[src/rtl/fgb_pkg.sv]
package fgb_pkg;

  typedef enum logic [1:0] {
    ST_RUN     = 2'd0,
    ST_WAIT    = 2'd1,
    ST_SQUASH  = 2'd2,
    ST_HALT    = 2'd3
  } fstate_e;

  typedef enum logic [1:0] {
    K_PLAIN   = 2'd0,
    K_CTRL    = 2'd1,
    K_MACRO   = 2'd2,
    K_QUIESCE = 2'd3
  } kind_e;

  localparam int WORD_BYTES = 4;

endpackage

[src/rtl/fgb_slot_stage.sv]
module fgb_slot_stage
  import fgb_pkg::*;
#(
  parameter int AW         = 32,
  parameter int LINE_WORDS = 8,
  parameter int UPC_W      = 4,
  localparam int IDX_W     = $clog2(LINE_WORDS),
  localparam int OFFC_W    = IDX_W + 1
) (
  input  logic [AW-1:0]            in_pc,
  input  logic [AW-1:0]            in_npc,
  input  logic [UPC_W-1:0]         in_upc,
  input  logic [OFFC_W-1:0]        in_off,
  input  logic                     in_done,
  input  logic [LINE_WORDS*32-1:0] line_words,
  input  logic                     pred_taken,
  input  logic [AW-1:0]            pred_target,
  output logic [AW-1:0]            out_pc,
  output logic [AW-1:0]            out_npc,
  output logic [UPC_W-1:0]         out_upc,
  output logic [OFFC_W-1:0]        out_off,
  output logic                     out_done,
  output logic                     emit,
  output logic [31:0]              emit_word,
  output logic                     quiesce
);

  logic [IDX_W-1:0] idx;
  logic             in_range;
  kind_e            kind;
  logic [UPC_W-1:0] ucnt;
  logic             last_uop;

  assign idx       = in_off[IDX_W-1:0];
  assign in_range  = in_off < OFFC_W'(LINE_WORDS);
  assign emit_word = line_words[{idx, 5'd0} +: 32];
  assign emit      = !in_done && in_range;
  assign kind      = kind_e'(emit_word[31:30]);
  assign ucnt      = emit_word[UPC_W-1:0];
  assign last_uop  = (ucnt <= UPC_W'(1)) || (in_upc >= (ucnt - UPC_W'(1)));

  always_comb begin
    out_pc   = in_pc;
    out_npc  = in_npc;
    out_upc  = in_upc;
    out_off  = in_off;
    out_done = in_done || !in_range;
    quiesce  = 1'b0;
    if (emit) begin
      unique case (kind)
        K_PLAIN: begin
          out_pc  = in_npc;
          out_npc = in_npc + AW'(WORD_BYTES);
          out_upc = '0;
          out_off = in_off + OFFC_W'(1);
        end
        K_CTRL: begin
          out_upc = '0;
          out_off = in_off + OFFC_W'(1);
          if (pred_taken) begin
            out_pc   = pred_target;
            out_npc  = pred_target + AW'(WORD_BYTES);
            out_done = 1'b1;
          end else begin
            out_pc  = in_npc;
            out_npc = in_npc + AW'(WORD_BYTES);
          end
        end
        K_MACRO: begin
          if (last_uop) begin
            out_pc  = in_npc;
            out_npc = in_npc + AW'(WORD_BYTES);
            out_upc = '0;
            out_off = in_off + OFFC_W'(1);
          end else begin
            out_upc = in_upc + UPC_W'(1);
          end
        end
        K_QUIESCE: begin
          out_pc   = in_npc;
          out_npc  = in_npc + AW'(WORD_BYTES);
          out_upc  = '0;
          out_off  = in_off + OFFC_W'(1);
          out_done = 1'b1;
          quiesce  = 1'b1;
        end
        default: ;
      endcase
    end
  end

endmodule

[src/rtl/fgb_group_builder.sv]
module fgb_group_builder
  import fgb_pkg::*;
#(
  parameter int AW         = 32,
  parameter int LINE_WORDS = 8,
  parameter int WIDTH      = 4,
  parameter int UPC_W      = 4,
  localparam int OFF_BITS  = $clog2(LINE_WORDS * WORD_BYTES),
  localparam int IDX_W     = $clog2(LINE_WORDS),
  localparam int OFFC_W    = IDX_W + 1,
  localparam int CNT_W     = $clog2(WIDTH + 1)
) (
  input  logic [AW-1:0]            pc,
  input  logic [AW-1:0]            npc,
  input  logic [UPC_W-1:0]         upc,
  input  logic [LINE_WORDS*32-1:0] line_words,
  input  logic [WIDTH-1:0]         pred_taken,
  input  logic [WIDTH*AW-1:0]      pred_target,
  output logic [WIDTH-1:0]         slot_valid,
  output logic [WIDTH*AW-1:0]      slot_pc,
  output logic [WIDTH*AW-1:0]      slot_npc,
  output logic [WIDTH*UPC_W-1:0]   slot_upc,
  output logic [WIDTH*32-1:0]      slot_word,
  output logic [CNT_W-1:0]         slot_cnt,
  output logic [AW-1:0]            end_pc,
  output logic [AW-1:0]            end_npc,
  output logic [UPC_W-1:0]         end_upc,
  output logic                     quiesce_seen
);

  logic [AW-1:0]     pc_c   [WIDTH+1];
  logic [AW-1:0]     npc_c  [WIDTH+1];
  logic [UPC_W-1:0]  upc_c  [WIDTH+1];
  logic [OFFC_W-1:0] off_c  [WIDTH+1];
  logic              done_c [WIDTH+1];
  logic [WIDTH-1:0]  q_slot;

  assign pc_c[0]   = pc;
  assign npc_c[0]  = npc;
  assign upc_c[0]  = upc;
  assign off_c[0]  = {1'b0, pc[OFF_BITS-1:2]};
  assign done_c[0] = 1'b0;

  for (genvar s = 0; s < WIDTH; s++) begin : g_slot
    fgb_slot_stage #(
      .AW(AW), .LINE_WORDS(LINE_WORDS), .UPC_W(UPC_W)
    ) i_stage (
      .in_pc       (pc_c[s]),
      .in_npc      (npc_c[s]),
      .in_upc      (upc_c[s]),
      .in_off      (off_c[s]),
      .in_done     (done_c[s]),
      .line_words  (line_words),
      .pred_taken  (pred_taken[s]),
      .pred_target (pred_target[s*AW +: AW]),
      .out_pc      (pc_c[s+1]),
      .out_npc     (npc_c[s+1]),
      .out_upc     (upc_c[s+1]),
      .out_off     (off_c[s+1]),
      .out_done    (done_c[s+1]),
      .emit        (slot_valid[s]),
      .emit_word   (slot_word[s*32 +: 32]),
      .quiesce     (q_slot[s])
    );
    assign slot_pc[s*AW +: AW]        = pc_c[s];
    assign slot_npc[s*AW +: AW]       = npc_c[s];
    assign slot_upc[s*UPC_W +: UPC_W] = upc_c[s];
  end

  assign slot_cnt     = CNT_W'($countones(slot_valid));
  assign end_pc       = pc_c[WIDTH];
  assign end_npc      = npc_c[WIDTH];
  assign end_upc      = upc_c[WIDTH];
  assign quiesce_seen = |q_slot;

endmodule

[src/rtl/fgb_fetch_ctl.sv]
module fgb_fetch_ctl
  import fgb_pkg::*;
#(
  parameter int AW                 = 32,
  parameter int LINE_WORDS         = 8,
  parameter int WIDTH              = 4,
  parameter int UPC_W              = 4,
  parameter int SEQ_W              = 8,
  parameter logic [AW-1:0] RESET_PC = '0,
  localparam int OFF_BITS          = $clog2(LINE_WORDS * WORD_BYTES),
  localparam int TAG_W             = AW - OFF_BITS,
  localparam int CNT_W             = $clog2(WIDTH + 1)
) (
  input  logic                   clk,
  input  logic                   rst_n,
  input  logic                   fetch_en,
  input  logic                   fetch_fault,
  input  logic                   line_valid,
  input  logic [TAG_W-1:0]       line_tag,
  input  logic                   rd_hi_valid,
  input  logic [AW-1:0]          rd_hi_pc,
  input  logic [AW-1:0]          rd_hi_npc,
  input  logic [UPC_W-1:0]       rd_hi_upc,
  input  logic                   rd_lo_valid,
  input  logic [AW-1:0]          rd_lo_pc,
  input  logic [AW-1:0]          rd_lo_npc,
  input  logic [UPC_W-1:0]       rd_lo_upc,
  input  logic [WIDTH-1:0]       b_valid,
  input  logic [WIDTH*AW-1:0]    b_pc,
  input  logic [WIDTH*AW-1:0]    b_npc,
  input  logic [WIDTH*UPC_W-1:0] b_upc,
  input  logic [WIDTH*32-1:0]    b_word,
  input  logic [CNT_W-1:0]       b_cnt,
  input  logic [AW-1:0]          b_end_pc,
  input  logic [AW-1:0]          b_end_npc,
  input  logic [UPC_W-1:0]       b_end_upc,
  input  logic                   b_quiesce,
  output logic [AW-1:0]          pc_q,
  output logic [AW-1:0]          npc_q,
  output logic [UPC_W-1:0]       upc_q,
  output logic [WIDTH-1:0]       grp_valid,
  output logic [WIDTH*AW-1:0]    grp_pc,
  output logic [WIDTH*AW-1:0]    grp_npc,
  output logic [WIDTH*UPC_W-1:0] grp_upc,
  output logic [WIDTH*32-1:0]    grp_word,
  output logic [WIDTH*SEQ_W-1:0] grp_seq,
  output logic                   grp_fault
);

  fstate_e          state_q, state_d;
  logic [AW-1:0]    pc_d, npc_d;
  logic [UPC_W-1:0] upc_d;
  logic             pc_en;
  logic [SEQ_W-1:0] seq_q, seq_d;

  logic             lo_taken, any_redir, line_hit;
  logic             run_fetch, fault_emit, grp_emit, data_en;

  logic [WIDTH-1:0]       valid_d;
  logic [WIDTH*AW-1:0]    opc_d, onpc_d;
  logic [WIDTH*UPC_W-1:0] oupc_d;
  logic [WIDTH*32-1:0]    oword_d;
  logic [WIDTH*SEQ_W-1:0] oseq_d;
  logic                   fault_d;

  // Redirect arbitration and fetch qualification
  assign lo_taken   = rd_lo_valid && (state_q != ST_SQUASH);
  assign any_redir  = rd_hi_valid || lo_taken;
  assign line_hit   = line_valid && (line_tag == pc_q[AW-1:OFF_BITS]);
  assign run_fetch  = !any_redir && (state_q == ST_RUN) && fetch_en;
  assign fault_emit = run_fetch && fetch_fault;
  assign grp_emit   = run_fetch && !fetch_fault && line_hit;
  assign data_en    = fault_emit || grp_emit;

  // Next state
  always_comb begin
    state_d = state_q;
    if (any_redir) begin
      state_d = ST_SQUASH;
    end else begin
      unique case (state_q)
        ST_RUN: begin
          if (fault_emit)                  state_d = ST_HALT;
          else if (run_fetch && !line_hit) state_d = ST_WAIT;
          else if (grp_emit && b_quiesce)  state_d = ST_HALT;
        end
        ST_WAIT:   if (line_hit) state_d = ST_RUN;
        ST_SQUASH: state_d = ST_RUN;
        ST_HALT:   state_d = ST_HALT;
        default:   state_d = ST_RUN;
      endcase
    end
  end

  // Architectural PC triple and sequence counter
  always_comb begin
    pc_en = 1'b0;
    pc_d  = pc_q;
    npc_d = npc_q;
    upc_d = upc_q;
    if (rd_hi_valid) begin
      pc_en = 1'b1;
      pc_d  = rd_hi_pc;
      npc_d = rd_hi_npc;
      upc_d = rd_hi_upc;
    end else if (lo_taken) begin
      pc_en = 1'b1;
      pc_d  = rd_lo_pc;
      npc_d = rd_lo_npc;
      upc_d = rd_lo_upc;
    end else if (grp_emit) begin
      pc_en = 1'b1;
      pc_d  = b_end_pc;
      npc_d = b_end_npc;
      upc_d = b_end_upc;
    end
  end

  always_comb begin
    seq_d = seq_q;
    if (grp_emit)        seq_d = seq_q + SEQ_W'(b_cnt);
    else if (fault_emit) seq_d = seq_q + SEQ_W'(1);
  end

  // Output group next values
  always_comb begin
    valid_d = '0;
    fault_d = 1'b0;
    opc_d   = b_pc;
    onpc_d  = b_npc;
    oupc_d  = b_upc;
    oword_d = b_word;
    for (int i = 0; i < WIDTH; i++) begin
      oseq_d[i*SEQ_W +: SEQ_W] = seq_q + SEQ_W'(i);
    end
    if (fault_emit) begin
      valid_d          = WIDTH'(1);
      fault_d          = 1'b1;
      opc_d[AW-1:0]    = pc_q;
      onpc_d[AW-1:0]   = npc_q;
      oupc_d[UPC_W-1:0] = upc_q;
      oword_d[31:0]    = '0;
    end else if (grp_emit) begin
      valid_d = b_valid;
    end
  end

  // Registers
  always_ff @(posedge clk or negedge rst_n) begin
    if (!rst_n) begin
      state_q   <= ST_RUN;
      pc_q      <= RESET_PC;
      npc_q     <= RESET_PC + AW'(WORD_BYTES);
      upc_q     <= '0;
      seq_q     <= '0;
      grp_valid <= '0;
      grp_fault <= 1'b0;
    end else begin
      state_q   <= state_d;
      seq_q     <= seq_d;
      grp_valid <= valid_d;
      grp_fault <= fault_d;
      if (pc_en) begin
        pc_q  <= pc_d;
        npc_q <= npc_d;
        upc_q <= upc_d;
      end
    end
  end

  always_ff @(posedge clk or negedge rst_n) begin
    if (!rst_n) begin
      grp_pc   <= '0;
      grp_npc  <= '0;
      grp_upc  <= '0;
      grp_word <= '0;
      grp_seq  <= '0;
    end else if (data_en) begin
      grp_pc   <= opc_d;
      grp_npc  <= onpc_d;
      grp_upc  <= oupc_d;
      grp_word <= oword_d;
      grp_seq  <= oseq_d;
    end
  end

  // Checks on the group leaving the block
  AST_VALID_PACKED: assert property (@(posedge clk) disable iff (!rst_n)
    (grp_valid & (grp_valid + WIDTH'(1))) == '0);

  AST_FAULT_ALONE: assert property (@(posedge clk) disable iff (!rst_n)
    grp_fault |-> (grp_valid == WIDTH'(1)));

  AST_REDIR_QUIET: assert property (@(posedge clk) disable iff (!rst_n)
    (rd_hi_valid || rd_lo_valid) |=> (grp_valid == '0));

  AST_LO_IGNORED: assert property (@(posedge clk) disable iff (!rst_n)
    (state_q == ST_SQUASH && rd_lo_valid && !rd_hi_valid)
    |=> (pc_q == $past(pc_q) && upc_q == $past(upc_q)));

  AST_HALT_QUIET: assert property (@(posedge clk) disable iff (!rst_n)
    (state_q == ST_HALT) |=> (grp_valid == '0));

  for (genvar i = 1; i < WIDTH; i++) begin : g_uop_chk
    AST_UOP_SAME_PC: assert property (@(posedge clk) disable iff (!rst_n)
      (grp_valid[i] && grp_upc[i*UPC_W +: UPC_W] != '0)
      |-> (grp_pc[i*AW +: AW] == grp_pc[(i-1)*AW +: AW]));
  end

endmodule

[src/rtl/fetch_group_builder.sv]
module fetch_group_builder
  import fgb_pkg::*;
#(
  parameter int AW                 = 32,
  parameter int LINE_WORDS         = 8,
  parameter int WIDTH              = 4,
  parameter int UPC_W              = 4,
  parameter int SEQ_W              = 8,
  parameter logic [AW-1:0] RESET_PC = '0,
  localparam int OFF_BITS          = $clog2(LINE_WORDS * WORD_BYTES),
  localparam int TAG_W             = AW - OFF_BITS,
  localparam int CNT_W             = $clog2(WIDTH + 1)
) (
  input  logic                     clk,
  input  logic                     rst_n,
  input  logic                     fetch_en,
  input  logic                     fetch_fault,
  input  logic                     line_valid,
  input  logic [TAG_W-1:0]         line_tag,
  input  logic [LINE_WORDS*32-1:0] line_words,
  input  logic [WIDTH-1:0]         pred_taken,
  input  logic [WIDTH*AW-1:0]      pred_target,
  input  logic                     rd_hi_valid,
  input  logic [AW-1:0]            rd_hi_pc,
  input  logic [AW-1:0]            rd_hi_npc,
  input  logic [UPC_W-1:0]         rd_hi_upc,
  input  logic                     rd_lo_valid,
  input  logic [AW-1:0]            rd_lo_pc,
  input  logic [AW-1:0]            rd_lo_npc,
  input  logic [UPC_W-1:0]         rd_lo_upc,
  output logic [WIDTH-1:0]         grp_valid,
  output logic [WIDTH*AW-1:0]      grp_pc,
  output logic [WIDTH*AW-1:0]      grp_npc,
  output logic [WIDTH*UPC_W-1:0]   grp_upc,
  output logic [WIDTH*32-1:0]      grp_word,
  output logic [WIDTH*SEQ_W-1:0]   grp_seq,
  output logic                     grp_fault
);

  logic [AW-1:0]          pc_q, npc_q;
  logic [UPC_W-1:0]       upc_q;
  logic [WIDTH-1:0]       b_valid;
  logic [WIDTH*AW-1:0]    b_pc, b_npc;
  logic [WIDTH*UPC_W-1:0] b_upc;
  logic [WIDTH*32-1:0]    b_word;
  logic [CNT_W-1:0]       b_cnt;
  logic [AW-1:0]          b_end_pc, b_end_npc;
  logic [UPC_W-1:0]       b_end_upc;
  logic                   b_quiesce;

  fgb_group_builder #(
    .AW(AW), .LINE_WORDS(LINE_WORDS), .WIDTH(WIDTH), .UPC_W(UPC_W)
  ) i_builder (
    .pc           (pc_q),
    .npc          (npc_q),
    .upc          (upc_q),
    .line_words   (line_words),
    .pred_taken   (pred_taken),
    .pred_target  (pred_target),
    .slot_valid   (b_valid),
    .slot_pc      (b_pc),
    .slot_npc     (b_npc),
    .slot_upc     (b_upc),
    .slot_word    (b_word),
    .slot_cnt     (b_cnt),
    .end_pc       (b_end_pc),
    .end_npc      (b_end_npc),
    .end_upc      (b_end_upc),
    .quiesce_seen (b_quiesce)
  );

  fgb_fetch_ctl #(
    .AW(AW), .LINE_WORDS(LINE_WORDS), .WIDTH(WIDTH), .UPC_W(UPC_W),
    .SEQ_W(SEQ_W), .RESET_PC(RESET_PC)
  ) i_ctl (
    .clk         (clk),
    .rst_n       (rst_n),
    .fetch_en    (fetch_en),
    .fetch_fault (fetch_fault),
    .line_valid  (line_valid),
    .line_tag    (line_tag),
    .rd_hi_valid (rd_hi_valid),
    .rd_hi_pc    (rd_hi_pc),
    .rd_hi_npc   (rd_hi_npc),
    .rd_hi_upc   (rd_hi_upc),
    .rd_lo_valid (rd_lo_valid),
    .rd_lo_pc    (rd_lo_pc),
    .rd_lo_npc   (rd_lo_npc),
    .rd_lo_upc   (rd_lo_upc),
    .b_valid     (b_valid),
    .b_pc        (b_pc),
    .b_npc       (b_npc),
    .b_upc       (b_upc),
    .b_word      (b_word),
    .b_cnt       (b_cnt),
    .b_end_pc    (b_end_pc),
    .b_end_npc   (b_end_npc),
    .b_end_upc   (b_end_upc),
    .b_quiesce   (b_quiesce),
    .pc_q        (pc_q),
    .npc_q       (npc_q),
    .upc_q       (upc_q),
    .grp_valid   (grp_valid),
    .grp_pc      (grp_pc),
    .grp_npc     (grp_npc),
    .grp_upc     (grp_upc),
    .grp_word    (grp_word),
    .grp_seq     (grp_seq),
    .grp_fault   (grp_fault)
  );

endmodule

[config.mk]
export PLATFORM = sky130hd
export DESIGN_NAME = fetch_group_builder
export DESIGN_NICKNAME = d
export VERILOG_FILES = /design/src/rtl/fgb_pkg.sv /design/src/rtl/fgb_slot_stage.sv /design/src/rtl/fgb_group_builder.sv /design/src/rtl/fgb_fetch_ctl.sv /design/src/rtl/fetch_group_builder.sv
export SDC_FILE = /design/constraint.sdc
export NUM_CORES = 2
export LEC_CHECK = 0
export BUFFER_PORTS_ARGS = -buffer_cell sky130_fd_sc_hd__buf_2
export CAP_MARGIN = 30
export CORE_AREA = 2 2 386 388
export DETAILED_ROUTE_END_ITERATION = 6
export DIE_AREA = 0 0 388 390
export GPL_TIMING_DRIVEN = 1
export MAX_ROUTING_LAYER = met4
export PLACE_DENSITY = 0.51
export SLEW_MARGIN = 20
export SYNTH_ARGS = -nofsm -noshare
export SYNTH_HDL_FRONTEND = slang
export SYNTH_SLANG_ARGS = --single-unit
[constraint.sdc]
create_clock -name clk -period 20.2 [get_ports clk]
set_input_delay 1.01 -clock clk [delete_from_list [all_inputs] [get_ports clk]]
set_output_delay 1.01 -clock clk [all_outputs]
set_load 0.05 [all_outputs]
==> results.sh <==
export IMPL_place_hpwl_um=251500
export IMPL_skew_ps=44.89
export IMPL_synthArstFlopShare_pct=100.0
export IMPL_max_slew_margin_rel_pct=9.662
export IMPL_cts_buffers=69
export IMPL_yosysSeqAreaShare_pct=27.81
export IMPL_drtPass1Iterations=7
export IMPL_final_setup_tns_ps=0
export IMPL_path_class="reg2reg"
export IMPL_gp_congestion=1.038
export IMPL_synth_top_flop_cell="dfrtp_1"
export IMPL_num_rows=141
export IMPL_clockRootBuffer="clkbuf_16"
export IMPL_synth_fp_nets=6559
export IMPL_hold_viol_final=0
export IMPL_die_area_sq_um=151300
export IMPL_critPathLaunch="i_ctl.pc_q[2]$_DFFE_PN0P_"
export IMPL_die_w_um=388
export IMPL_wl_um=323200
export IMPL_grt_pass1_vias=51440
export IMPL_cp_slowest_cell="a21oi_1"
export IMPL_min_period_over_period_pct=88.44
export IMPL_synth_cells=5931
export IMPL_io_pins=995
export IMPL_crit_path_max_fanout=53
export IMPL_clock_latency_ps=700
export IMPL_endpoint="i_ctl.npc_q[22]$_DFFE_PN0P_"
export IMPL_ctsHoldBuffers=0
export IMPL_cts_tree="built"
export IMPL_violations="design-rule violations"
export IMPL_antenna_found_initial=117
export IMPL_fin_nets=7398
export IMPL_cts_setup_buffers=0
export IMPL_status="finished, violations left"
export IMPL_cts_resized_gates=0
export IMPL_routed_via_density=6.310
export IMPL_htreeDepth=3
export IMPL_grt_max_degree=112
export IMPL_clk_path_buf_depth=3
export IMPL_rsz0062_at_grt="false"
export IMPL_drc=1
export IMPL_drt_iter0_markers=7708
export IMPL_yosysWarnings=0
export IMPL_syn_area_sq_um=46160
export IMPL_drive_above_1_share_pct=25.49
export IMPL_rr_endpoint="i_ctl.npc_q[22]$_DFFE_PN0P_"
export IMPL_crit_path_frequent_cell="ha_1"
export IMPL_max_freq_mhz=55.97
export IMPL_area_delta_synth_final_pct=22.55
export IMPL_worst_pin_slew_ps=1355
export IMPL_finalSetupViolations=0
export IMPL_grtUsageTotal_pct=42.35
export IMPL_start_util_pct=31.37
export IMPL_yosysUniqueCellTypes=123
export IMPL_synth_edf_count=0
export IMPL_ant_nets=0
export IMPL_grt_pass1_wl_um=438300
export IMPL_max_stage_delay_ps=680
export IMPL_portBuffers=994
export IMPL_required_ps=20750
export IMPL_r2r_start="i_ctl.pc_q[2]$_DFFE_PN0P_"
export IMPL_dp_cells=8623
export IMPL_drv_cap=0
export IMPL_cp_arrival_ps=18420
export IMPL_crit_path_end_kind="flip-flop"
export IMPL_clkSinkCount=513
export IMPL_die_h_um=390
export IMPL_vias=55760
export IMPL_worst_slack_ps=2335
export IMPL_ys_ff_latch=513
export IMPL_clk_pin_slew_ps=70
export IMPL_start_kind="flip-flop"
export IMPL_place_ws_ps=1799
export IMPL_fillers=15640
export IMPL_rrSetupSlack_ps=2330
export IMPL_drv_slew=0
export IMPL_period_minus_slack_ps=17870
export IMPL_grt_overflow=0
export IMPL_core_area_sq_um=147100
export IMPL_final_cells=8836
export IMPL_r2r_cells=52
export IMPL_hold_class="in2async"
export IMPL_wl_per_cell_um=36.57
export IMPL_syn_avg_cell_area_sq_um=7.783
## stage by stage
stage               cell area, sq um  hold WS, ps  util, %
floorplan                      46160        449.9        -
global placement               53670        454.7    36.48
detailed placement             53820        456.8    36.58
CTS                            56250        346.5    38.23
global route                   56520        397.7    38.41
finish                         56570        305.6    38.45
## per-layer routing
metal / wire, um / GRT usage, %
met5: 0 / -
met4: 20950 / 23.09
met3: 34970 / 9.820
met1: 125600 / 53.18
met2: 141700 / 62.95
## cell type report
cell class	count	area, sq um	area share [%]
antenna	84	210.2	0.3716
clock buffer	88	1921	3.395
clock inverter	35	511.7	0.9047
inverter	100	384.1	0.6791
multi-input combinational	4829	31260	55.26
sequential	513	12850	22.72
tap	1930	2415	4.269
timing repair buffer	1257	7014	12.40
## how the worst min path moves through the flow
stage,end,cells past startpoint,startpoint
2_1_floorplan,i_ctl.grp_pc[0]$_DFFE_PN0P_,2,i_ctl.pc_q[0]$_DFFE_PN0P_
3_3_place_gp,i_ctl.grp_pc[97]$_DFFE_PN0P_,2,i_ctl.grp_pc[97]$_DFFE_PN0P_
3_5_place_dp,i_ctl.grp_seq[9]$_DFFE_PN0P_,2,i_ctl.grp_seq[9]$_DFFE_PN0P_
4_1_cts,i_ctl.grp_npc[52]$_DFFE_PN0P_,1,rst_n
5_1_grt,i_ctl.grp_npc[52]$_DFFE_PN0P_,1,rst_n
6_report,i_ctl.grp_npc[52]$_DFFE_PN0P_,1,rst_n
## layout by cell type, fill, tap and decap left out, drive strengths merged, types with 21 or more instances in the layout
cell type  netlist  final
nand4           56     56
a211oi          58     58
nand3          341    341
and2            25     25
and3            62     62
mux4           187    187
a21o            33     33
a221oi          72     72
mux2            37     37
nor3           105    105
dfrtp          512    512
xor2            98     98
ha              68     68
buf            112   1255
nor2           359    359
clkbuf         377     90
o211ai          85     85
o21ai          600    600
o22ai           70     70
or2             24     24
a21oi          308    308
nand2b          27     27
a22oi           21     21
diode            0     84
inv             94     97
a31oi           95     95
o21a            24     24
mux2i          183    183
a221o           35     35
nand2         1344   1344
nor4            39     39
clkinv           6     23
o221ai          26     26
xnor2          105    105
## worst max-delay path: cells and delay by family (launching register included)
family / cells / cell delay, ps
compound gates: 19 / 6910
simple gates: 13 / 3920
buf+inv: 8 / 2730
mux: 3 / 1410
fa+ha+maj: 5 / 1350
xor+xnor: 4 / 670
flops: 1 / 560
## sequential cells by signal, indices dropped and copies added, names as in the netlist
register / cells
i_ctl.grp_npc: 128
i_ctl.grp_pc: 128
i_ctl.upc_q: 4
i_ctl.grp_upc: 16
i_ctl.grp_valid: 4
i_ctl.grp_word: 128
i_ctl.grp_fault: 1
i_ctl.seq_q: 8
i_ctl.grp_seq: 30
i_ctl.pc_q: 32
i_ctl.npc_q: 32
i_ctl.state_q: 2
## cell usage after synthesis (11+ instances only)
cell type	n	share of area, %
nand2_1	1343	11
o21ai_0	563	6.1
dfrtp_1	512	28
clkbuf_1	376	3.1
nor2_1	355	2.9
nand3_1	341	3.7
a21oi_1	307	3.3
mux4_2	187	9.1
mux2i_1	182	3.9
nor3_1	103	1.1
xnor2_1	103	2.0
xor2_1	98	1.9
a31oi_1	95	1.3
inv_1	88	0.72
o211ai_1	83	1.3
o22ai_1	69	0.94
ha_1	68	1.8
buf_1	67	0.54
a221oi_1	65	1.2
and3_1	62	0.84
a211oi_1	55	0.89
nand4_1	54	0.73
nor4_1	37	0.50
o21ai_1	36	0.39
a221o_1	35	0.76
a21o_1	33	0.54
mux2_2	31	0.76
buf_2	28	0.30
nand2b_1	27	0.37
o221ai_1	26	0.49
o21a_1	23	0.37
and2_1	22	0.30
a22oi_1	21	0.34
or2_2	20	0.27
and4_1	19	0.36
a211o_1	18	0.34
o31ai_1	18	0.29
or3_1	15	0.20
a311oi_1	13	0.25
o211a_1	12	0.26
o311ai_0	12	0.23
o32ai_1	12	0.23
nor2b_1	11	0.15
o22a_1	11	0.21
## cell families after synthesis
| group | synth area share [%] |
|---|---|
| xor gates and xnor gates | 3.884 |
| buffers and inverters | 5.077 |
| AOI/OAI and AO/OA | 23.76 |
| muxes | 14.01 |
| and+or+nand+nor | 23.53 |
| adders and majority gates | 1.930 |
| DFF | 27.81 |
Power is not shown: default switching activity piles up to over one toggle a cycle in this logic, so the estimate is an artifact.
